===== src/rtl/srr_pkg.sv =====
package srr_pkg;
  typedef enum logic [1:0] {RD_OFF, RD_RUN, RD_REFRESH} rd_state_t;
  localparam int CFG_AW      = 3;
  localparam int REG_BASE1   = 0;
  localparam int REG_LEN1    = 1;
  localparam int REG_BASE2   = 2;
  localparam int REG_LEN2    = 3;
  localparam int REG_MODE    = 4;
endpackage


===== src/rtl/srr_cfg.sv =====
module srr_cfg #(
  parameter int AW         = 16,
  parameter int PW         = 8,
  parameter int LENW       = 8,
  parameter int MAIN_SLOTS = 8,
  parameter int PKT        = 4,
  parameter int MIN_TOTAL  = 16,
  parameter int MAX_TOTAL  = 64,
  parameter logic [15:0] BASE_LO = 16'hEC00,
  parameter logic [15:0] BASE_HI = 16'hFBFC,
  localparam int TW = LENW + 2
) (
  input  logic                      clk,
  input  logic                      rst,
  input  logic                      ring_en,
  input  logic                      en_rise,
  input  logic                      cfg_we,
  input  logic [srr_pkg::CFG_AW-1:0] cfg_addr,
  input  logic [AW-1:0]             cfg_wdata,
  input  logic [PW-1:0]             start_wptr,
  output logic [AW-1:0]             base1,
  output logic [LENW-1:0]           len1,
  output logic [AW-1:0]             base2,
  output logic [LENW-1:0]           len2,
  output logic                      start_ext,
  output logic                      ext_active,
  output logic                      cfg_fault,
  output logic [TW-1:0]             ring_len
);
  import srr_pkg::*;

  localparam logic [TW-1:0] SLOTS_T = TW'(MAIN_SLOTS);
  localparam logic [TW-1:0] MIN_T   = TW'(MIN_TOTAL);
  localparam logic [TW-1:0] MAX_T   = TW'(MAX_TOTAL);
  localparam logic [TW-1:0] HALF2_T = TW'(2 * PKT);
  localparam logic [AW-1:0] LO_A    = AW'(BASE_LO);
  localparam logic [AW-1:0] HI_A    = AW'(BASE_HI);

  logic          want_ext;
  logic [TW-1:0] total;
  logic          len_ok, b1_ok, b2_ok, ptr_ok, cfg_ok;

  always_ff @(posedge clk) begin
    if (rst) begin
      base1    <= '0;
      len1     <= '0;
      base2    <= '0;
      len2     <= '0;
      want_ext <= 1'b0;
    end else if (cfg_we && !ring_en) begin
      case (int'(cfg_addr))
        REG_BASE1: base1    <= cfg_wdata;
        REG_LEN1:  len1     <= cfg_wdata[LENW-1:0];
        REG_BASE2: base2    <= cfg_wdata;
        REG_LEN2:  len2     <= cfg_wdata[LENW-1:0];
        REG_MODE:  want_ext <= cfg_wdata[0];
        default: ;
      endcase
    end
  end

  always_comb begin
    total  = TW'(len1) + TW'(len2) + SLOTS_T;
    len_ok = (total >= MIN_T) && (total <= MAX_T);
    b1_ok  = (base1 >= LO_A) && (base1 <= HI_A);
    b2_ok  = (base2 >= LO_A) && (base2 <= HI_A);
    ptr_ok = TW'(start_wptr) <= total;
    cfg_ok = len_ok && b1_ok && b2_ok && ptr_ok;
    start_ext = want_ext && cfg_ok;
  end

  always_ff @(posedge clk) begin
    if (rst) begin
      ext_active <= 1'b0;
      cfg_fault  <= 1'b0;
    end else if (en_rise) begin
      ext_active <= start_ext;
      cfg_fault  <= want_ext && !cfg_ok;
    end
  end

  assign ring_len = ext_active ? total : HALF2_T;

  a_r10_cfg_locked: assert property (@(posedge clk) disable iff (rst)
    $past(ring_en) |-> ($stable(base1) && $stable(len1) && $stable(base2) && $stable(len2)));

  a_r6_fault_is_fallback: assert property (@(posedge clk) disable iff (rst)
    cfg_fault |-> !ext_active);
endmodule


===== src/rtl/srr_addr_map.sv =====
module srr_addr_map #(
  parameter int AW         = 16,
  parameter int PW         = 8,
  parameter int LENW       = 8,
  parameter logic [15:0] MAIN_BASE = 16'hF8A0,
  parameter int MAIN_SLOTS = 8,
  parameter int PKT        = 4,
  localparam int TW = LENW + 2
) (
  input  logic            ext,
  input  logic [PW-1:0]   off,
  input  logic [AW-1:0]   base1,
  input  logic [LENW-1:0] len1,
  input  logic [AW-1:0]   base2,
  input  logic [LENW-1:0] len2,
  output logic [AW-1:0]   addr,
  output logic            miss
);
  localparam logic [TW-1:0] SLOTS_T = TW'(MAIN_SLOTS);
  localparam logic [TW-1:0] HALF2_T = TW'(2 * PKT);
  localparam logic [AW-1:0] MAIN_A  = AW'(MAIN_BASE);

  logic [TW-1:0] off_t, rel1, rel2, main_lim;

  always_comb begin
    off_t    = TW'(off);
    rel1     = off_t - SLOTS_T;
    rel2     = rel1 - TW'(len1);
    main_lim = ext ? SLOTS_T : HALF2_T;
    addr     = '0;
    miss     = 1'b0;
    if (off_t < main_lim) begin
      addr = MAIN_A + AW'(off_t);
    end else if (!ext) begin
      miss = 1'b1;
    end else if (rel1 < TW'(len1)) begin
      addr = base1 + AW'(rel1);
    end else if (rel2 < TW'(len2)) begin
      addr = base2 + AW'(rel2);
    end else begin
      miss = 1'b1;
    end
  end
endmodule


===== src/rtl/srr_ptr_ctrl.sv =====
module srr_ptr_ctrl #(
  parameter int AW   = 16,
  parameter int PW   = 8,
  parameter int TW   = 10,
  parameter int PKT  = 4
) (
  input  logic          clk,
  input  logic          rst,
  input  logic          ring_en,
  input  logic          en_rise,
  input  logic          start_ext,
  input  logic          ext_active,
  input  logic [PW-1:0] wptr_hw,
  input  logic          legacy_wflag,
  input  logic          irq,
  input  logic          zero_seen,
  input  logic          req,
  input  logic [TW-1:0] ring_len,
  input  logic [AW-1:0] map_addr,
  input  logic          map_miss,
  output logic [PW-1:0] rptr,
  output logic          rsp_valid,
  output logic          rsp_empty,
  output logic [AW-1:0] rsp_addr,
  output logic          range_err
);
  import srr_pkg::*;

  localparam logic [PW-1:0] PKT_P = PW'(PKT);

  rd_state_t     state;
  logic [PW-1:0] wcopy, wsrc, rnext;
  logic [TW-1:0] inc;
  logic          mode;

  always_comb begin
    mode  = en_rise ? start_ext : ext_active;
    wsrc  = mode ? wptr_hw : (legacy_wflag ? '0 : PKT_P);
    inc   = TW'(rptr) + TW'(1);
    rnext = (inc >= ring_len) ? '0 : PW'(inc);
  end

  always_ff @(posedge clk) begin
    if (rst) begin
      state     <= RD_OFF;
      rptr      <= '0;
      wcopy     <= '0;
      rsp_valid <= 1'b0;
      rsp_empty <= 1'b0;
      rsp_addr  <= '0;
      range_err <= 1'b0;
    end else begin
      rsp_valid <= 1'b0;
      rsp_empty <= 1'b0;
      if (!ring_en) begin
        state <= RD_OFF;
      end else if (en_rise) begin
        wcopy <= wsrc;
        rptr  <= wsrc;
        state <= RD_RUN;
      end else begin
        case (state)
          RD_RUN: begin
            if (irq) begin
              wcopy <= wsrc;
              if (!ext_active) rptr <= (wsrc == '0) ? PKT_P : '0;
            end else if (zero_seen && !ext_active) begin
              rptr <= wcopy;
            end else if (req) begin
              if (rptr != wcopy) begin
                rsp_valid <= 1'b1;
                rsp_addr  <= map_addr;
                rptr      <= rnext;
                if (map_miss) range_err <= 1'b1;
              end else begin
                wcopy <= wsrc;
                state <= RD_REFRESH;
              end
            end
          end
          RD_REFRESH: begin
            state <= RD_RUN;
            if (rptr != wcopy) begin
              rsp_valid <= 1'b1;
              rsp_addr  <= map_addr;
              rptr      <= rnext;
              if (map_miss) range_err <= 1'b1;
            end else begin
              rsp_empty <= 1'b1;
            end
          end
          default: state <= RD_RUN;
        endcase
      end
    end
  end

  a_r11_one_kind: assert property (@(posedge clk) disable iff (rst)
    !(rsp_valid && rsp_empty));

  a_r5_empty_after_reload: assert property (@(posedge clk) disable iff (rst)
    rsp_empty |-> $past(state == RD_REFRESH));

  a_r9_err_sticky: assert property (@(posedge clk) disable iff (rst)
    $past(range_err) |-> range_err);

  a_r9_miss_addr_zero: assert property (@(posedge clk) disable iff (rst)
    (rsp_valid && range_err && !$past(range_err)) |-> (rsp_addr == '0));

  a_r11_silent_when_off: assert property (@(posedge clk) disable iff (rst)
    $past(!ring_en) |-> (!rsp_valid && !rsp_empty));
endmodule


===== src/rtl/sample_ring_reader.sv =====
module sample_ring_reader #(
  parameter int AW         = 16,
  parameter int PW         = 8,
  parameter int LENW       = 8,
  parameter logic [15:0] MAIN_BASE = 16'hF8A0,
  parameter int MAIN_SLOTS = 8,
  parameter int PKT        = 4,
  parameter int MIN_TOTAL  = 16,
  parameter int MAX_TOTAL  = 64,
  parameter logic [15:0] BASE_LO = 16'hEC00,
  parameter logic [15:0] BASE_HI = 16'hFBFC
) (
  input  logic          clk,
  input  logic          rst,
  input  logic          ring_en,
  input  logic          cfg_we,
  input  logic [2:0]    cfg_addr,
  input  logic [AW-1:0] cfg_wdata,
  input  logic [PW-1:0] wptr_hw,
  input  logic          legacy_wflag,
  input  logic          irq,
  input  logic          zero_seen,
  input  logic          req,
  output logic          rsp_valid,
  output logic          rsp_empty,
  output logic [AW-1:0] rsp_addr,
  output logic          ext_active,
  output logic          cfg_fault,
  output logic          range_err
);
  localparam int TW = LENW + 2;

  logic            en_q, en_rise, start_ext, map_miss;
  logic [AW-1:0]   base1, base2, map_addr;
  logic [LENW-1:0] len1, len2;
  logic [TW-1:0]   ring_len;
  logic [PW-1:0]   rptr;

  always_ff @(posedge clk) begin
    if (rst) en_q <= 1'b0;
    else     en_q <= ring_en;
  end
  assign en_rise = ring_en && !en_q;

  srr_cfg #(
    .AW(AW), .PW(PW), .LENW(LENW), .MAIN_SLOTS(MAIN_SLOTS), .PKT(PKT),
    .MIN_TOTAL(MIN_TOTAL), .MAX_TOTAL(MAX_TOTAL), .BASE_LO(BASE_LO), .BASE_HI(BASE_HI)
  ) u_cfg (
    .clk(clk), .rst(rst), .ring_en(ring_en), .en_rise(en_rise),
    .cfg_we(cfg_we), .cfg_addr(cfg_addr), .cfg_wdata(cfg_wdata),
    .start_wptr(wptr_hw), .base1(base1), .len1(len1), .base2(base2), .len2(len2),
    .start_ext(start_ext), .ext_active(ext_active), .cfg_fault(cfg_fault),
    .ring_len(ring_len)
  );

  srr_addr_map #(
    .AW(AW), .PW(PW), .LENW(LENW), .MAIN_BASE(MAIN_BASE),
    .MAIN_SLOTS(MAIN_SLOTS), .PKT(PKT)
  ) u_map (
    .ext(ext_active), .off(rptr), .base1(base1), .len1(len1),
    .base2(base2), .len2(len2), .addr(map_addr), .miss(map_miss)
  );

  srr_ptr_ctrl #(.AW(AW), .PW(PW), .TW(TW), .PKT(PKT)) u_ptr (
    .clk(clk), .rst(rst), .ring_en(ring_en), .en_rise(en_rise),
    .start_ext(start_ext), .ext_active(ext_active), .wptr_hw(wptr_hw),
    .legacy_wflag(legacy_wflag), .irq(irq), .zero_seen(zero_seen), .req(req),
    .ring_len(ring_len), .map_addr(map_addr), .map_miss(map_miss),
    .rptr(rptr), .rsp_valid(rsp_valid), .rsp_empty(rsp_empty),
    .rsp_addr(rsp_addr), .range_err(range_err)
  );

  a_r6_mode_changes_on_start: assert property (@(posedge clk) disable iff (rst)
    !$past(en_rise) |-> $stable(ext_active));
endmodule


===== config.mk =====
export PLATFORM = sky130hd
export DESIGN_NAME = sample_ring_reader
export DESIGN_NICKNAME = d
export VERILOG_FILES = /design/src/rtl/srr_pkg.sv /design/src/rtl/srr_cfg.sv /design/src/rtl/srr_addr_map.sv /design/src/rtl/srr_ptr_ctrl.sv /design/src/rtl/sample_ring_reader.sv
export SDC_FILE = /design/constraint.sdc
export NUM_CORES = 1
export LEC_CHECK = 0
export BUFFER_PORTS_ARGS = -buffer_cell sky130_fd_sc_hd__buf_2
export CAP_MARGIN = 40
export CORE_UTILIZATION = 40
export DETAILED_ROUTE_END_ITERATION = 16
export PLACE_DENSITY = 0.69
export SYNTH_ARGS = -nofsm -noshare
export SYNTH_HDL_FRONTEND = slang
export SYNTH_HIERARCHICAL = 1
export SYNTH_SLANG_ARGS = --single-unit

===== constraint.sdc =====
create_clock -name clk -period 4.5 [get_ports clk]
set_input_delay 0.9 -clock clk [delete_from_list [all_inputs] [get_ports clk]]
set_output_delay 0.9 -clock clk [all_outputs]
set_load 0.05 [all_outputs]

==> qor.csv <==
stage,metric,value,unit
logic_synthesis,yosysTopAreaCellShare,23.9,%
global_route,grt_max_degree,46,
clocking,clk_pin_slew,0.07,ns
worst_hold_path,hold_class,reg -> reg,
place,hpwl,16.4,mm
sta,min_period,4.38,ns
drt,avgRoutedWirePerCell,17.7,um
power,p_int,0.00150,W
sta,finalHoldViolCount,0,
worst_setup_path,worstPathRequired,4.77,ns
outcome,status,"complete, but fails checks",
power,comb_power_share,32.0,%
worst_setup_path,crit_path_max_incr_delay,0.45,ns
logic_synthesis,yosysMostFrequentCell,nor2_1,
clocking,numCtsBuffers,9,
cells_and_area,n_antenna_cell,0,
floorplan,coreArea,18100,sq um
power,switchingPower,0.000820,W
worst_setup_path,crit_path_max_fanout,3,
sta,finClkSkew,0.00622,ns
cells_and_area,areaGrowthSynthToFinish,14.5,%
logic_synthesis,async_flop_share,0,%
sta,rsz0062_at_grt,yes,
drt,drc_errors,12,
drt,detail-route-antenna-nets,0,
sta,tightest_slew,0.912,ns
global_route,grt_pass1_wl,34.8,mm
sta,fmax,0.228,GHz
logic_synthesis,synth_edf_count,0,
logic_synthesis,synth_cells,927,
power,switching_share,35.4,%
floorplan,die_y,139,um
logic_synthesis,synth_area_leaders,"dfxtp_1, ha_1, mux2i_1, a21oi_1, nor2_1",
clocking,cts_max_level,3,
global_route,globalRouteTotalUtil,22.7,%
power,irDropWorstVdd,0.203,mV
power,p_clk_share,32.9,%
logic_synthesis,yosysSeqAreaShare,23.9,%
logic_synthesis,syn_nets,1042,
cells_and_area,layout-drive-gt1-share,16.6,%
clocking,cts_tree,done,
drt,vias,7063,
floorplan,initial_core_util,41.1,%
power,pwr-share-seq,35.1,%
global_route,overflow,0,
logic_synthesis,syn_area_per_cell,8.05,sq um
worst_setup_path,crit_type,reg -> reg,
clocking,cts_hold_buffers,0,
drt,wl,21.7,mm
place,io_buffers,55,
worst_setup_path,slowest_stage,or4_4,
global_route,grt_pass1_vias,6697,
worst_setup_path,cp-end-kind,flop,
floorplan,rows,49,
worst_hold_path,holdPathStages,2,
power,power_density,271,nW/um^2
logic_synthesis,synth_area,7460,sq um
drt,drtIter0Drc,696,
sta,slew_viol_final,0,
sta,setup_viol,0,
job,drv_cap,0,
worst_setup_path,path_common_cell,ha_4,
power,power.leakage,3.66,nW
drt,firstDrtPassIters,11,
sta,slew_headroom,39.1,%
clocking,worstSkewPairLatency,0.35,ns
logic_synthesis,ys.flop_type,dfxtp_1,
worst_setup_path,startpoint_type,flop,
worst_setup_path,r2r_cells,21,
worst_setup_path,cp.arrival,4.65,ns
logic_synthesis,synth_common_cells,"nor2_1, nand2_1, dfxtp_1",
global_route,antenna_found_initial,1,
floorplan,die-area,19200,sq um
cells_and_area,fin_util,47.1,%
floorplan,io_pins,56,
floorplan,die_w,139,um
drt,via_per_inst,5.76,
clocking,cts.sinks,89,
logic_synthesis,ys_warn_count,6,
sta,final.period_utilization,97.3,%
outcome,violations,design-rule violations,
logic_synthesis,ys_types,88,
place,gp_congestion,0.932,
worst_setup_path,path_cells,ha_4 -> ha_4 -> inv_2 -> fa_2 -> nand2b_4 -> a211o_1 -> and3b_1 -> or2_4 -> ha_4 -> and4_1 -> o2bb2ai_1 -> a41o_1 -> o2111ai_2 -> nor3_2 -> and3_4 -> mux2i_4 -> or4_4 -> o41ai_4 -> or4_1 -> o31ai_1 -> a211oi_1,
clocking,clock_path_buffers,2,
sta,holdWs,0.480,ns
clocking,cts-root-buf,clkbuf_16,
power,fin_total_pwr,0.00232,W
cells_and_area,final_nets,1108,
logic_synthesis,ys_ff_latch,89,
logic_synthesis,synth_top_cell_by_area,dfxtp_1,
-- per-stage QoR --
| stage | instances | TNS [ns] | area (sq um) | setup slack [ns] |
|---|---|---|---|---|
| floorplan | 927 | 0 | 7460 | 0.0176 |
| CTS | 1225 | -0.0648 | 8450 | -0.0648 |
| finish | 1227 | 0 | 8540 | 0.124 |
| global placement | 1206 | -0.0258 | 8050 | -0.0258 |
| global route | 1227 | -0.0813 | 8540 | -0.0813 |
| detailed placement | 1207 | -0.130 | 8070 | -0.130 |
-- final timing paths --
| path | start | slack, ns | to |
|---|---|---|---|
| max | u_cfg/len2[1] | 0.12 | u_ptr/rptr[2] |
| min | u_ptr/range_err | 0.48 | u_ptr/range_err |
| max reg2reg | u_cfg/len2[1] | 0.12 | u_ptr/rptr[2] |
| min reg2reg | u_ptr/range_err | 0.48 | u_ptr/range_err |
-- area by class of cell --
cell class,count,area [sq um]
Fill cell,1777,9610
Multi-Input combinational cell,743,5390
Sequential cell,89,1780
Timing Repair Buffer,91,562
Tap cell,229,287
Clock buffer,11,253
Inverter,59,226
Clock inverter,5,45.0
-- layer usage --
layer / GRT usage, % / vias to the layer above / wire length (um)
met3: 4.04 / 35 / 1150
met5: 0 / - / 10
met4: 8.22 / 2 / 616
met2: 36.3 / 211 / 9670
li1: - / 3491 / -
met1: 30.6 / 3324 / 10200
-- timing repair --
item / in CTS / in global routing
gates resized for setup: 12 / 14
pin swaps: 12 / 14
endpoints found under the setup margin: 1 / 13
buffers inserted: 2 / 3
cloned: 0 / 0
-- cell families after synthesis --
logic type	Yosys count	synth area share [%]
AO/OA/AOI/OAI	230	21.5
XOR/XNOR	43	5.15
buffers and inverters	95	5.74
AND/OR/NAND/NOR	335	22.4
adder cells (fa/ha/maj)	80	13.8
multiplexers	55	7.55
flip-flops	89	23.9
-- cells in the final DEF, fill, tap and decap left out, types with 7 or more instances in the layout --
cell	instances
nand4_1	12
o211ai_1	10
nor3_1	13
clkbuf_16	9
nor2_1	99
o21a_1	9
buf_4	34
o21ai_0	27
xor2_1	9
nand2b_1	11
nand2_1	98
xnor2_1	33
nor2b_1	7
a21oi_1	75
inv_1	57
o31ai_1	8
mux2i_1	54
dfxtp_1	87
ha_1	70
a211oi_1	7
and2_1	9
buf_2	55
a21o_1	17
nand3_1	21
-- power by group through the flow --
stage	logic (W)	registers, W	clock network (W)
detailed placement	0.000707	0.000831	0
finish	0.000740	0.000813	0.000762
CTS	0.000717	0.000813	0.000780
global placement	0.000696	0.000831	0
floorplan	0.000508	0.000841	0
global route	0.000807	0.000815	0.000805
-- sequential cells by signal, summed over array words and instances (netlist names) --
register,cells
u_ptr/rsp_addr,16
u_ptr/rsp_empty,1
u_cfg/base1,16
u_cfg/want_ext,1
u_ptr/state,2
u_ptr/range_err,1
u_cfg/ext_active,1
u_ptr/rptr,8
u_cfg/base2,16
u_cfg/cfg_fault,1
u_cfg/len2,8
u_ptr/wcopy,8
u_ptr/rsp_valid,1
en_q,1
u_cfg/len1,8
-- worst max-delay path, delay by kind of cell (launching register included) --
kind            cells  cell delay, ns
simple gates        8            1.71
compound gates      7            1.13
fa+ha+maj           4            1.00
flops               1            0.34
mux                 1            0.08
buf+inv             1            0.03
(Power assumes the default switching activity.)
